**config.mk**
```make
export PLATFORM = sky130hd
export DESIGN_NAME = irq_entry_seq
export DESIGN_NICKNAME = d
export VERILOG_FILES = /design/src/rtl/irq_entry_pkg.sv /design/src/rtl/irq_ccs_xform.sv /design/src/rtl/irq_entry_fsm.sv /design/src/rtl/irq_ctx_regs.sv /design/src/rtl/irq_entry_seq.sv
export SDC_FILE = /design/constraint.sdc
export NUM_CORES = 1
export LEC_CHECK = 0
export CAP_MARGIN = 10
export CORE_AREA = 2 2 199 201
export CTS_BUF_LIST = sky130_fd_sc_hd__clkbuf_8 sky130_fd_sc_hd__clkbuf_16
export DETAILED_ROUTE_END_ITERATION = 12
export DIE_AREA = 0 0 201 203
export SETUP_SLACK_MARGIN = 0.3
export SLEW_MARGIN = 20
export SYNTH_ARGS = -nofsm -noshare
export SYNTH_HDL_FRONTEND = slang
export SYNTH_SLANG_ARGS = --single-unit
```
**constraint.sdc**
```tcl
create_clock -name clk_i -period 3.2 [get_ports clk_i]
set_input_delay 0.48 -clock clk_i [delete_from_list [all_inputs] [get_ports clk_i]]
set_output_delay 0.48 -clock clk_i [all_outputs]
set_load 0.02 [all_outputs]
```
**src/rtl/irq_entry_pkg.sv**
```systemverilog
package irq_entry_pkg;
  typedef enum logic [2:0] {
    ST_IDLE,
    ST_UPDATE_REGS,
    ST_READ_REQ,
    ST_WAIT_DATA,
    ST_LOAD_PC,
    ST_DONE
  } seq_state_e;
endpackage

```
**src/rtl/irq_ccs_xform.sv**
```systemverilog
module irq_ccs_xform #(
  parameter int W        = 32,
  parameter int SHIFT    = 10,
  parameter int FIELD_W  = 30,
  parameter int KEEP_BIT = 31
) (
  input  logic [W-1:0] ccs_i,
  output logic [W-1:0] ccs_o
);
  for (genvar b = 0; b < W; b++) begin : g_bit
    if (b == KEEP_BIT) begin : g_keep
      assign ccs_o[b] = ccs_i[b];
    end else if (b >= SHIFT && b < FIELD_W) begin : g_shift
      assign ccs_o[b] = ccs_i[b-SHIFT];
    end else begin : g_zero
      assign ccs_o[b] = 1'b0;
    end
  end
endmodule

```
**src/rtl/irq_entry_fsm.sv**
```systemverilog
module irq_entry_fsm
  import irq_entry_pkg::*;
(
  input  logic       clk_i,
  input  logic       rst_ni,
  input  logic       accept_i,
  input  logic       mem_valid_i,
  input  logic       mem_err_i,
  output seq_state_e state_o
);
  seq_state_e state_q, state_d;

  always_comb begin
    state_d = state_q;
    unique case (state_q)
      ST_IDLE:        if (accept_i) state_d = ST_UPDATE_REGS;
      ST_UPDATE_REGS: state_d = ST_READ_REQ;
      ST_READ_REQ:    state_d = ST_WAIT_DATA;
      ST_WAIT_DATA: begin
        if (mem_valid_i)    state_d = ST_LOAD_PC;
        else if (mem_err_i) state_d = ST_DONE;
      end
      ST_LOAD_PC:     state_d = ST_DONE;
      ST_DONE:        state_d = ST_IDLE;
      default:        state_d = ST_IDLE;
    endcase
  end

  always_ff @(posedge clk_i or negedge rst_ni) begin
    if (!rst_ni) state_q <= ST_IDLE;
    else         state_q <= state_d;
  end

  assign state_o = state_q;
endmodule

```
**src/rtl/irq_ctx_regs.sv**
```systemverilog
module irq_ctx_regs #(
  parameter int XLEN  = 32,
  parameter int VEC_W = 8
) (
  input  logic             clk_i,
  input  logic             rst_ni,
  input  logic             capture_i,
  input  logic [VEC_W-1:0] vec_i,
  input  logic [XLEN-1:0]  ccs_i,
  input  logic [XLEN-1:0]  pc_i,
  input  logic             user_i,
  input  logic [XLEN-1:0]  sp_i,
  input  logic [XLEN-1:0]  ksp_i,
  input  logic [XLEN-1:0]  ebp_i,
  input  logic             hload_i,
  input  logic [XLEN-1:0]  hdata_i,
  output logic [VEC_W-1:0] vec_o,
  output logic [XLEN-1:0]  ccs_o,
  output logic [XLEN-1:0]  pc_o,
  output logic             user_o,
  output logic [XLEN-1:0]  sp_o,
  output logic [XLEN-1:0]  ksp_o,
  output logic [XLEN-1:0]  ebp_o,
  output logic [XLEN-1:0]  handler_o,
  output logic             loaded_o
);
  always_ff @(posedge clk_i or negedge rst_ni) begin
    if (!rst_ni) begin
      vec_o  <= '0;
      ccs_o  <= '0;
      pc_o   <= '0;
      user_o <= 1'b0;
      sp_o   <= '0;
      ksp_o  <= '0;
      ebp_o  <= '0;
    end else if (capture_i) begin
      vec_o  <= vec_i;
      ccs_o  <= ccs_i;
      pc_o   <= pc_i;
      user_o <= user_i;
      sp_o   <= sp_i;
      ksp_o  <= ksp_i;
      ebp_o  <= ebp_i;
    end
  end

  always_ff @(posedge clk_i or negedge rst_ni) begin
    if (!rst_ni) begin
      handler_o <= '0;
      loaded_o  <= 1'b0;
    end else if (capture_i) begin
      loaded_o  <= 1'b0;
    end else if (hload_i) begin
      handler_o <= hdata_i;
      loaded_o  <= 1'b1;
    end
  end
endmodule

```
**src/rtl/irq_entry_seq.sv**
```systemverilog
module irq_entry_seq
  import irq_entry_pkg::*;
#(
  parameter int XLEN     = 32,
  parameter int VEC_W    = 8,
  parameter int CCS_SH   = 10,
  parameter int CCS_FLD  = 30,
  parameter int CCS_KEEP = 31,
  parameter int EXS_SH   = 8
) (
  input  logic             clk_i,
  input  logic             rst_ni,
  input  logic             irq_req_i,
  input  logic [VEC_W-1:0] irq_vec_i,
  input  logic             ie_i,
  input  logic [XLEN-1:0]  ccs_i,
  input  logic [XLEN-1:0]  pc_i,
  input  logic             user_i,
  input  logic [XLEN-1:0]  sp_i,
  input  logic [XLEN-1:0]  ksp_i,
  input  logic [XLEN-1:0]  ebp_i,
  output logic             busy_o,
  output logic             ubit_clr_o,
  output logic             ccs_we_o,
  output logic [XLEN-1:0]  ccs_o,
  output logic             usp_we_o,
  output logic [XLEN-1:0]  usp_o,
  output logic             sp_we_o,
  output logic [XLEN-1:0]  sp_o,
  output logic             erp_we_o,
  output logic [XLEN-1:0]  erp_o,
  output logic             exs_we_o,
  output logic [XLEN-1:0]  exs_o,
  output logic             eda_we_o,
  output logic [XLEN-1:0]  eda_o,
  output logic             mem_req_o,
  output logic [XLEN-1:0]  mem_addr_o,
  input  logic [XLEN-1:0]  mem_rdata_i,
  input  logic             mem_valid_i,
  input  logic             mem_err_i,
  output logic             pc_we_o,
  output logic [XLEN-1:0]  pc_o,
  output logic             done_o,
  output logic             taken_o,
  output logic             fault_o,
  output logic [XLEN-1:0]  fault_addr_o
);
  localparam int ENTRY_SH = $clog2(XLEN / 8);

  seq_state_e       state;
  logic             accept;
  logic             hload;
  logic [VEC_W-1:0] vec_q;
  logic [XLEN-1:0]  ccs_q, pc_q, sp_q, ksp_q, ebp_q, handler_q;
  logic             user_q, loaded_q;
  logic [XLEN-1:0]  ccs_new;
  logic             wr_phase;

  assign accept = irq_req_i && ie_i && (state == ST_IDLE);
  assign hload  = (state == ST_WAIT_DATA) && mem_valid_i;

  irq_entry_fsm u_fsm (
    .clk_i       (clk_i),
    .rst_ni      (rst_ni),
    .accept_i    (accept),
    .mem_valid_i (mem_valid_i),
    .mem_err_i   (mem_err_i),
    .state_o     (state)
  );

  irq_ctx_regs #(.XLEN(XLEN), .VEC_W(VEC_W)) u_ctx (
    .clk_i     (clk_i),
    .rst_ni    (rst_ni),
    .capture_i (accept),
    .vec_i     (irq_vec_i),
    .ccs_i     (ccs_i),
    .pc_i      (pc_i),
    .user_i    (user_i),
    .sp_i      (sp_i),
    .ksp_i     (ksp_i),
    .ebp_i     (ebp_i),
    .hload_i   (hload),
    .hdata_i   (mem_rdata_i),
    .vec_o     (vec_q),
    .ccs_o     (ccs_q),
    .pc_o      (pc_q),
    .user_o    (user_q),
    .sp_o      (sp_q),
    .ksp_o     (ksp_q),
    .ebp_o     (ebp_q),
    .handler_o (handler_q),
    .loaded_o  (loaded_q)
  );

  irq_ccs_xform #(
    .W(XLEN), .SHIFT(CCS_SH), .FIELD_W(CCS_FLD), .KEEP_BIT(CCS_KEEP)
  ) u_ccs (
    .ccs_i (ccs_q),
    .ccs_o (ccs_new)
  );

  // kernel mode is forced one cycle ahead of every other write
  assign wr_phase   = (state == ST_READ_REQ);
  assign busy_o     = (state != ST_IDLE);
  assign ubit_clr_o = (state == ST_UPDATE_REGS);

  assign ccs_we_o = wr_phase;
  assign ccs_o    = ccs_new;
  assign usp_we_o = wr_phase && user_q;
  assign usp_o    = sp_q;
  assign sp_we_o  = wr_phase && user_q;
  assign sp_o     = ksp_q;
  assign erp_we_o = wr_phase;
  assign erp_o    = pc_q;
  assign exs_we_o = wr_phase;
  assign exs_o    = XLEN'(vec_q) << EXS_SH;
  assign eda_we_o = wr_phase;
  assign eda_o    = '0;

  assign mem_req_o  = wr_phase;
  assign mem_addr_o = ebp_q + (XLEN'(vec_q) << ENTRY_SH);

  assign pc_we_o      = (state == ST_LOAD_PC);
  assign pc_o         = handler_q;
  assign done_o       = (state == ST_DONE);
  assign taken_o      = done_o && loaded_q;
  assign fault_o      = done_o && !loaded_q;
  assign fault_addr_o = mem_addr_o;
endmodule

```
==> results of run 1 <==
## sequential cells by signal (all words and copies together), names as in the netlist
register and flops:
u_ctx.handler_o 32, u_ctx.vec_o 8, u_ctx.loaded_o 1, u_ctx.ebp_o 32, u_ctx.ccs_o 21, u_fsm.state_o 3
u_ctx.sp_o 32, u_ctx.pc_o 32, u_ctx.ksp_o 32, u_ctx.user_o 1
## through the flow
stage	setup WS (ns)	utilization, %	cells	power (W)	area, µm²
final	0.0595	38.7	1635	0.0169	14900
after global routing	-0.0401	38.7	1634	0.0178	14900
after CTS	0.0191	38.2	1628	0.0169	14700
after detailed placement	-0.0803	35.8	1578	0.0142	13800
after global placement	-0.0823	35.8	1578	0.0142	13800
after floorplan	0.336	-	735	0.00995	9590
## cells by family after synthesis
family                   after synthesis
AO/OA/AOI/OAI                         42
XOR/XNOR                              24
adder cells (fa/ha/maj)                9
buffers and inverters                142
flip-flops                           194
multiplexers                         189
other                                  1
AND/OR/NAND/NOR                       68
## power groups by stage
stage	combinational [W]	sequential, W	clock [W]
6_report	0.0101	0.00455	0.00221
3_5_place_dp	0.00969	0.00453	0
3_3_place_gp	0.00965	0.00451	0
2_1_floorplan	0.00428	0.00567	0
4_1_cts	0.0100	0.00455	0.00230
5_1_grt	0.0106	0.00474	0.00240
## layer usage
metal | vias up | global-route usage [%] | routed length (µm)
met3 | 32 | 6.26 | 2820
met1 | 3287 | 14.4 | 10500
met2 | 350 | 24.8 | 14800
met5 | - | 0 | 0
met4 | 0 | 4.89 | 563
li1 | 3016 | - | -
## cells in the final DEF, fill, tap and decap left out, types with 5 or more instances in the layout
| cell | count |
|---|---|
| xnor2_1 | 8 |
| o21ai_0 | 7 |
| nand2_1 | 9 |
| o21ai_4 | 5 |
| mux2_2 | 126 |
| clkbuf_16 | 17 |
| nor2_1 | 10 |
| nand3_1 | 7 |
| inv_1 | 8 |
| xnor2_2 | 15 |
| mux2_4 | 54 |
| conb_1 | 67 |
| clkdlybuf4s50_1 | 372 |
| buf_12 | 9 |
| dfrtp_1 | 194 |
| mux2_1 | 7 |
| nor3_1 | 6 |
| buf_6 | 19 |
| buf_4 | 74 |
## worst reg2reg max path, stage by stage, from the launching register on
cell	delay [ns]
dfrtp_1	0.48
or3_1	0.51
nor2_8	0.43
buf_12	0.32
mux2_2	0.39
## cell type report
type / count / share of cell area, %
sequential: 194 / 32.6
timing repair buffer: 484 / 32.0
multi-input combinational: 399 / 26.9
tap: 518 / 4.35
clock buffer: 18 / 2.95
clock inverter: 14 / 1.02
inverter: 7 / 0.176
antenna: 1 / 0.0168
## worst min path at each step
stage / endpoint / slack (ns) / depth (start not counted)
6_report: u_ctx.ebp_o[1] / 0.08 / 1
5_1_grt: u_ctx.ksp_o[21] / 0.11 / 1
4_1_cts: u_ctx.ebp_o[1] / 0.09 / 1
3_5_place_dp: u_ctx.sp_o[19] / 0.48 / 1
3_3_place_gp: u_ctx.pc_o[19] / 0.47 / 1
2_1_floorplan: u_ctx.ccs_o[0] / 0.18 / 0
## timing repair
item,in CTS,in global routing
pin swaps,35,34
resized for setup,317,39
hold buffers,0,0
setup buffers,18,6
endpoints found under the setup margin,56,54
==> results.md, run 1 <==
- CP cell instances: ha_4, a21oi_2, nand4b_1, buf_4, a21oi_4, o21ai_0, xnor2_1, buf_4, clkdlybuf4s15_2
- Max_slew headroom: 54.0%
- Clock Skew: 0.00766 ns
- DIE HEIGHT: 203 µm
- Critical path's most frequent cell: buf_4
- Initial antenna violation count: 1
- Compound-Gate Fraction of Synth Area: 3.01%
- Post-synthesis adder-cell area fraction: 1.30%
- Main area contributors after synthesis: dfrtp_1 52%, mux2_2 15%, buf_4 9.4%
- Hold Fails Final Rpt: 0
- Ys flop type: dfrtp_1
- WP buf/inv: 3
- Port-buffer cells: 429
- Status: finished, final reports clean
- CTS buffer count: 17
- GPL Wtd Cong: 0.812
- Slowest cell on crit path: dfrtp_1
- Tot GR Track Use: 13.9%
- Multi-input logic area: 0.00401 mm²
- R2R depth: 4
- Power Density: 1130 mW/mm²
- Clk_lat worst skew: 0.44 ns
- Fin nets: 1319
- Type of the worst min-delay path: in2async
- CTS Buffer Depth: 2
- Worst setup endpoint: mem_addr_o[13]
- Register area share after synthesis: 52.4%
- Synth Instances: 669
- Post-synth top area share: 52.4%
- Post-synthesis cell area: 0.00927 mm²
- Crit path DAT: 2.66 ns
- Int Power: 0.0101 W
- Hold slack final: 0.0797 ns
- Post-DR wirelength/cell: 17.6 µm
- Global route overflow: 0
- Seq cells post-synth: 194
- Hpwl dp: 21900 µm
- Clk root buf: clkbuf_16
- Final min period: 3.14 ns
- Slack of the worst reg-to-reg path: 0.95 ns
- Core area: 0.0385 mm²
- Mux contribution to synthesized area: 25.1%
- Drt drc: 0
- Post-Synth Simple-Gate Area: 4.13%
- Setup Crit Path Kind: reg2out
- Worst reg2reg startpoint: u_fsm.state_o[2]
- Area grow syn2layout: 60.7%
- Avg Inst Size Synth: 13.9 µm²
- MaxCap Viol Count: 0
- CP Depth: 9
- YS warnings: 0
- FF+latch area: 0.00485 mm²
- H-tree level count: 4
- Delay of the slowest critical-path stage: 0.43 ns
- Reg power frac: 27.0%
- Fin crit share: 98.1%
- Asr flop ratio synth: 100%
- Leading area contributor after synthesis: dfrtp_1
- Combinational share of power: 59.9%
- Global-route wire length before repair: 42900 µm
- Distinct cell type count after synthesis: 45
- Layout cells sized above 1: 33.5%
- Antenna Nets Post-Route: 0
- Row count: 72
- Number of global-route vias before repair: 7125
- CTS clk-pin slew, worst paths: 0.08 ns
- Vias per cell: 4.09
- Worst-Margin Slew: 0.690 ns
- Crit-path leading delay family: buffers and inverters
- R2r endpoint: u_ctx.ksp_o[24]
- Final setup TNS: 0 ns
- RSZ-0062 raised after global routing: yes
- DRT Pass-1 Iters: 4
- Cell with the most instances after synthesis: dfrtp_1
- Main combinational cell family by area after synthesis: multiplexers
- Worst-path maximum fanout: 6
- Final Setup Violations: 0
- Crit path capture type: primary output
- Peak VDD IR: 0.523 mV
- I/O pin count: 508
- Post-synth EDFFs: 0
- Worst Setup SP: u_ctx.vec_o[1]
- Critical path startpoint category: flip-flop
- Max-slew violations: 0
- Max Fclk: 318 MHz
- Clock net sink count: 194
- Clock share of power: 13.1%
- Pleak: 6.31 nW
- Largest net degree at the start of global routing: 82
- Worst EP required: 2.72 ns
- Synth cell count leaders: 194 x dfrtp_1, 126 x mux2_2, 116 x buf_4
- Post-Synth XOR/XNOR Area: 2.27%
- Routed Wire Length: 28700 µm
- Iteration-0 DRC Markers: 203
- Die width: 201 µm
- Vias: 6685
- Switch share: 40.3%
- # fillers: 3745
- CTS tree: built
- Psw: 0.00679 W
- Die area: 0.0408 mm²
- Initial Util: 24.1%
No activity file was read; power rests on OpenSTA's default activity.
==> run 2: changes to the inputs <==
--- a/config.mk
+++ b/config.mk
@@ -11,7 +11,7 @@
 export DETAILED_ROUTE_END_ITERATION = 12
 export DIE_AREA = 0 0 201 203
 export SETUP_SLACK_MARGIN = 0.3
-export SLEW_MARGIN = 20
+export SLEW_MARGIN = 25
 export SYNTH_ARGS = -nofsm -noshare
 export SYNTH_HDL_FRONTEND = slang
 export SYNTH_SLANG_ARGS = --single-unit
==> results of run 2 <==
Final layout, timing and power as in run 1 (identical DEF).
==> run 3: changes to the inputs <==
--- a/config.mk
+++ b/config.mk
@@ -10,8 +10,9 @@
 export CTS_BUF_LIST = sky130_fd_sc_hd__clkbuf_8 sky130_fd_sc_hd__clkbuf_16
 export DETAILED_ROUTE_END_ITERATION = 12
 export DIE_AREA = 0 0 201 203
+export PLACE_DENSITY = 0.64
 export SETUP_SLACK_MARGIN = 0.3
-export SLEW_MARGIN = 25
+export SLEW_MARGIN = 20
 export SYNTH_ARGS = -nofsm -noshare
 export SYNTH_HDL_FRONTEND = slang
 export SYNTH_SLANG_ARGS = --single-unit
==> constraint.sdc (replaced) <==
create_clock -name clk_i -period 3.5 [get_ports clk_i]
set_input_delay 0.525 -clock clk_i [delete_from_list [all_inputs] [get_ports clk_i]]
set_output_delay 0.525 -clock clk_i [all_outputs]
set_load 0.02 [all_outputs]
==> run 3 against run 2 <==
Setup slack improved by 0.19 ns. Critical path depth increased by 1. Routed wire length grew 0.52%. Register-to-register slack gained 0.23 ns. Clock skew is 0.00073 ns higher. Global-route usage down 0.10 points. Largest power group unchanged. Highest routed layer is now met5.
==> results.md, run 3 (same netlist as run 1, synthesis figures left out) <==
- Hpwl dp: 22200 µm
- Initial Util: 24.1%
- Critical path startpoint category: flip-flop
- Clk_lat worst skew: 0.45 ns
- Hold Fails Final Rpt: 0
- Final setup TNS: 0 ns
- CTS buffer count: 17
- Die width: 201 µm
- Worst reg2reg startpoint: u_fsm.state_o[2]
- Max_slew headroom: 49.2%
- CP cell instances: ha_4, inv_2, fa_2, nor2b_1, o21a_1, o211a_4, clkbuf_16, o2111ai_1, xnor2_1, buf_4
- Max-slew violations: 0
- Max Fclk: 307 MHz
- Ant diodes: 0
- Row count: 72
- Fin nets: 1295
- DIE HEIGHT: 203 µm
- Type of the worst min-delay path: in2async
- Power Density: 1050 mW/mm²
- Final worst slack: 0.248 ns
- Tot GR Track Use: 13.8%
- Slowest cell on crit path: dfrtp_1
- Global-route wire length before repair: 42100 µm
- CTS tree: built
- Pleak: 6.11 nW
- Final min period: 3.25 ns
- Setup Crit Path Kind: reg2out
- Largest net degree at the start of global routing: 108
- # fillers: 3789
- Delay of the slowest critical-path stage: 0.39 ns
- I/O pin count: 508
- Commonest non-fill, non-tap cells in the layout: 376 x clkdlybuf4s50_1, 194 x dfrtp_1, 126 x mux2_2
- Final std cells w/o fill: 1610
- Multi-input logic area: 0.00380 mm²
- Clock net sink count: 194
- GPL Wtd Cong: 0.849
- Worst Setup SP: u_ctx.ebp_o[2]
- Combinational share of power: 58.5%
- Area grow syn2layout: 56.7%
- WL met2: 15200 µm
- Vias: 6545
- H-tree level count: 4
- Placed Cells: 1564
- Reg power frac: 27.3%
- Vias per cell: 4.07
- Worst-Margin Slew: 0.762 ns
- Peak VDD IR: 0.457 mV
- Switch share: 40.2%
- CTS Buffer Depth: 2
- Port-buffer cells: 429
- Final Setup Violations: 0
- Post-DR wirelength/cell: 17.9 µm
- Die area: 0.0408 mm²
- Psw: 0.00616 W
- Drt drc: 0
- Crit path DAT: 2.73 ns
- Initial antenna violation count: 2
- Core area: 0.0385 mm²
- Clock share of power: 14.3%
- RSZ-0062 raised after global routing: yes
- Worst EP required: 2.97 ns
- Fin crit share: 92.9%
- Status: finished, final reports clean
- MaxCap Viol Count: 0
- Crit path capture type: primary output
- Met3 wire len: 2580 µm
- Post-Route M1 WL: 10500 µm
- Layout cells sized above 1: 29.9%
- Commonest non-fill, non-tap cell in the layout: clkdlybuf4s50_1
- Number of global-route vias before repair: 6904
- Iteration-0 DRC Markers: 235
- FF+latch area: 0.00485 mm²
- Worst-path maximum fanout: 5
- Utilization after layout: 37.8%
- Antenna Nets Post-Route: 0
- Global route overflow: 0
- Pre-CTS setup slack: 0.0569 ns
- Clock Skew: 0.00839 ns
- Routed Wire Length: 28800 µm
- Clk root buf: clkbuf_16
- DRT Pass-1 Iters: 4
- CTS clk-pin slew, worst paths: 0.08 ns
- Top layer in use: met5
- Int Power: 0.00915 W
[run 3: power groups by stage]
stage	sequential, W	combinational, W	clock (W)
2_1_floorplan	0.00517	0.00388	0
3_3_place_gp	0.00415	0.00868	0
3_5_place_dp	0.00418	0.00874	0
4_1_cts	0.00417	0.00876	0.00227
5_1_grt	0.00434	0.00938	0.00236
6_report	0.00418	0.00895	0.00218
[run 3: timing repair]
| action | CTS | global route |
|---|---|---|
| hold buffers | 0 | 0 |
| endpoints found under the setup margin | 54 | 48 |
| pin swaps | 9 | 29 |
| gates cloned | 0 | 1 |
| gates resized for setup | 221 | 72 |
| setup buffers | 10 | 3 |
[run 3: layout make-up]
type / instances / area share (%)
clock buffers: 17 / 2.93
clock inverters: 15 / 1.52
inverters: 7 / 0.181
multi-input cells: 399 / 26.2
flip-flops and latches: 194 / 33.4
well taps: 518 / 4.46
repair buffers: 460 / 31.3
[run 3: path summary, 6_finish.rpt]
check	endpoint	slack (ns)	cells past startpoint
max reg2reg	u_ctx.ebp_o[9]	1.18	4
min reg2reg	u_ctx.ksp_o[15]	0.49	1
max in group asynchronous	u_ctx.sp_o[22]	2.56	2
max	fault_addr_o[18]	0.25	10
min in group clk_i	u_ctx.ksp_o[15]	0.49	1
min	u_ctx.pc_o[12]	0.11	1
[run 3: layer usage]
metal / GRT usage (%) / up-vias
li1: - / 2960
met1: 14.1 / 3213
met2: 25.3 / 338
met3: 5.65 / 32
met4: 5.00 / 2
met5: 0 / -
[run 3: stage by stage]
step                hold slack (ns)  area (µm²)  power [W]
CTS                           0.106       14300     0.0152
finish                        0.111       14500     0.0153
floorplan                     0.229        9520    0.00904
global route                  0.143       14500     0.0161
detailed placement            0.475       13600     0.0129
global placement              0.466       13600     0.0128
[run 3: critical path: cells and delay by family (launching register included)]
kind	cells	cell delay, ns
compound gates	3	0.56
fa+ha+maj	2	0.55
flops	1	0.39
buf+inv	3	0.39
xor+xnor	1	0.23
simple gates	1	0.13
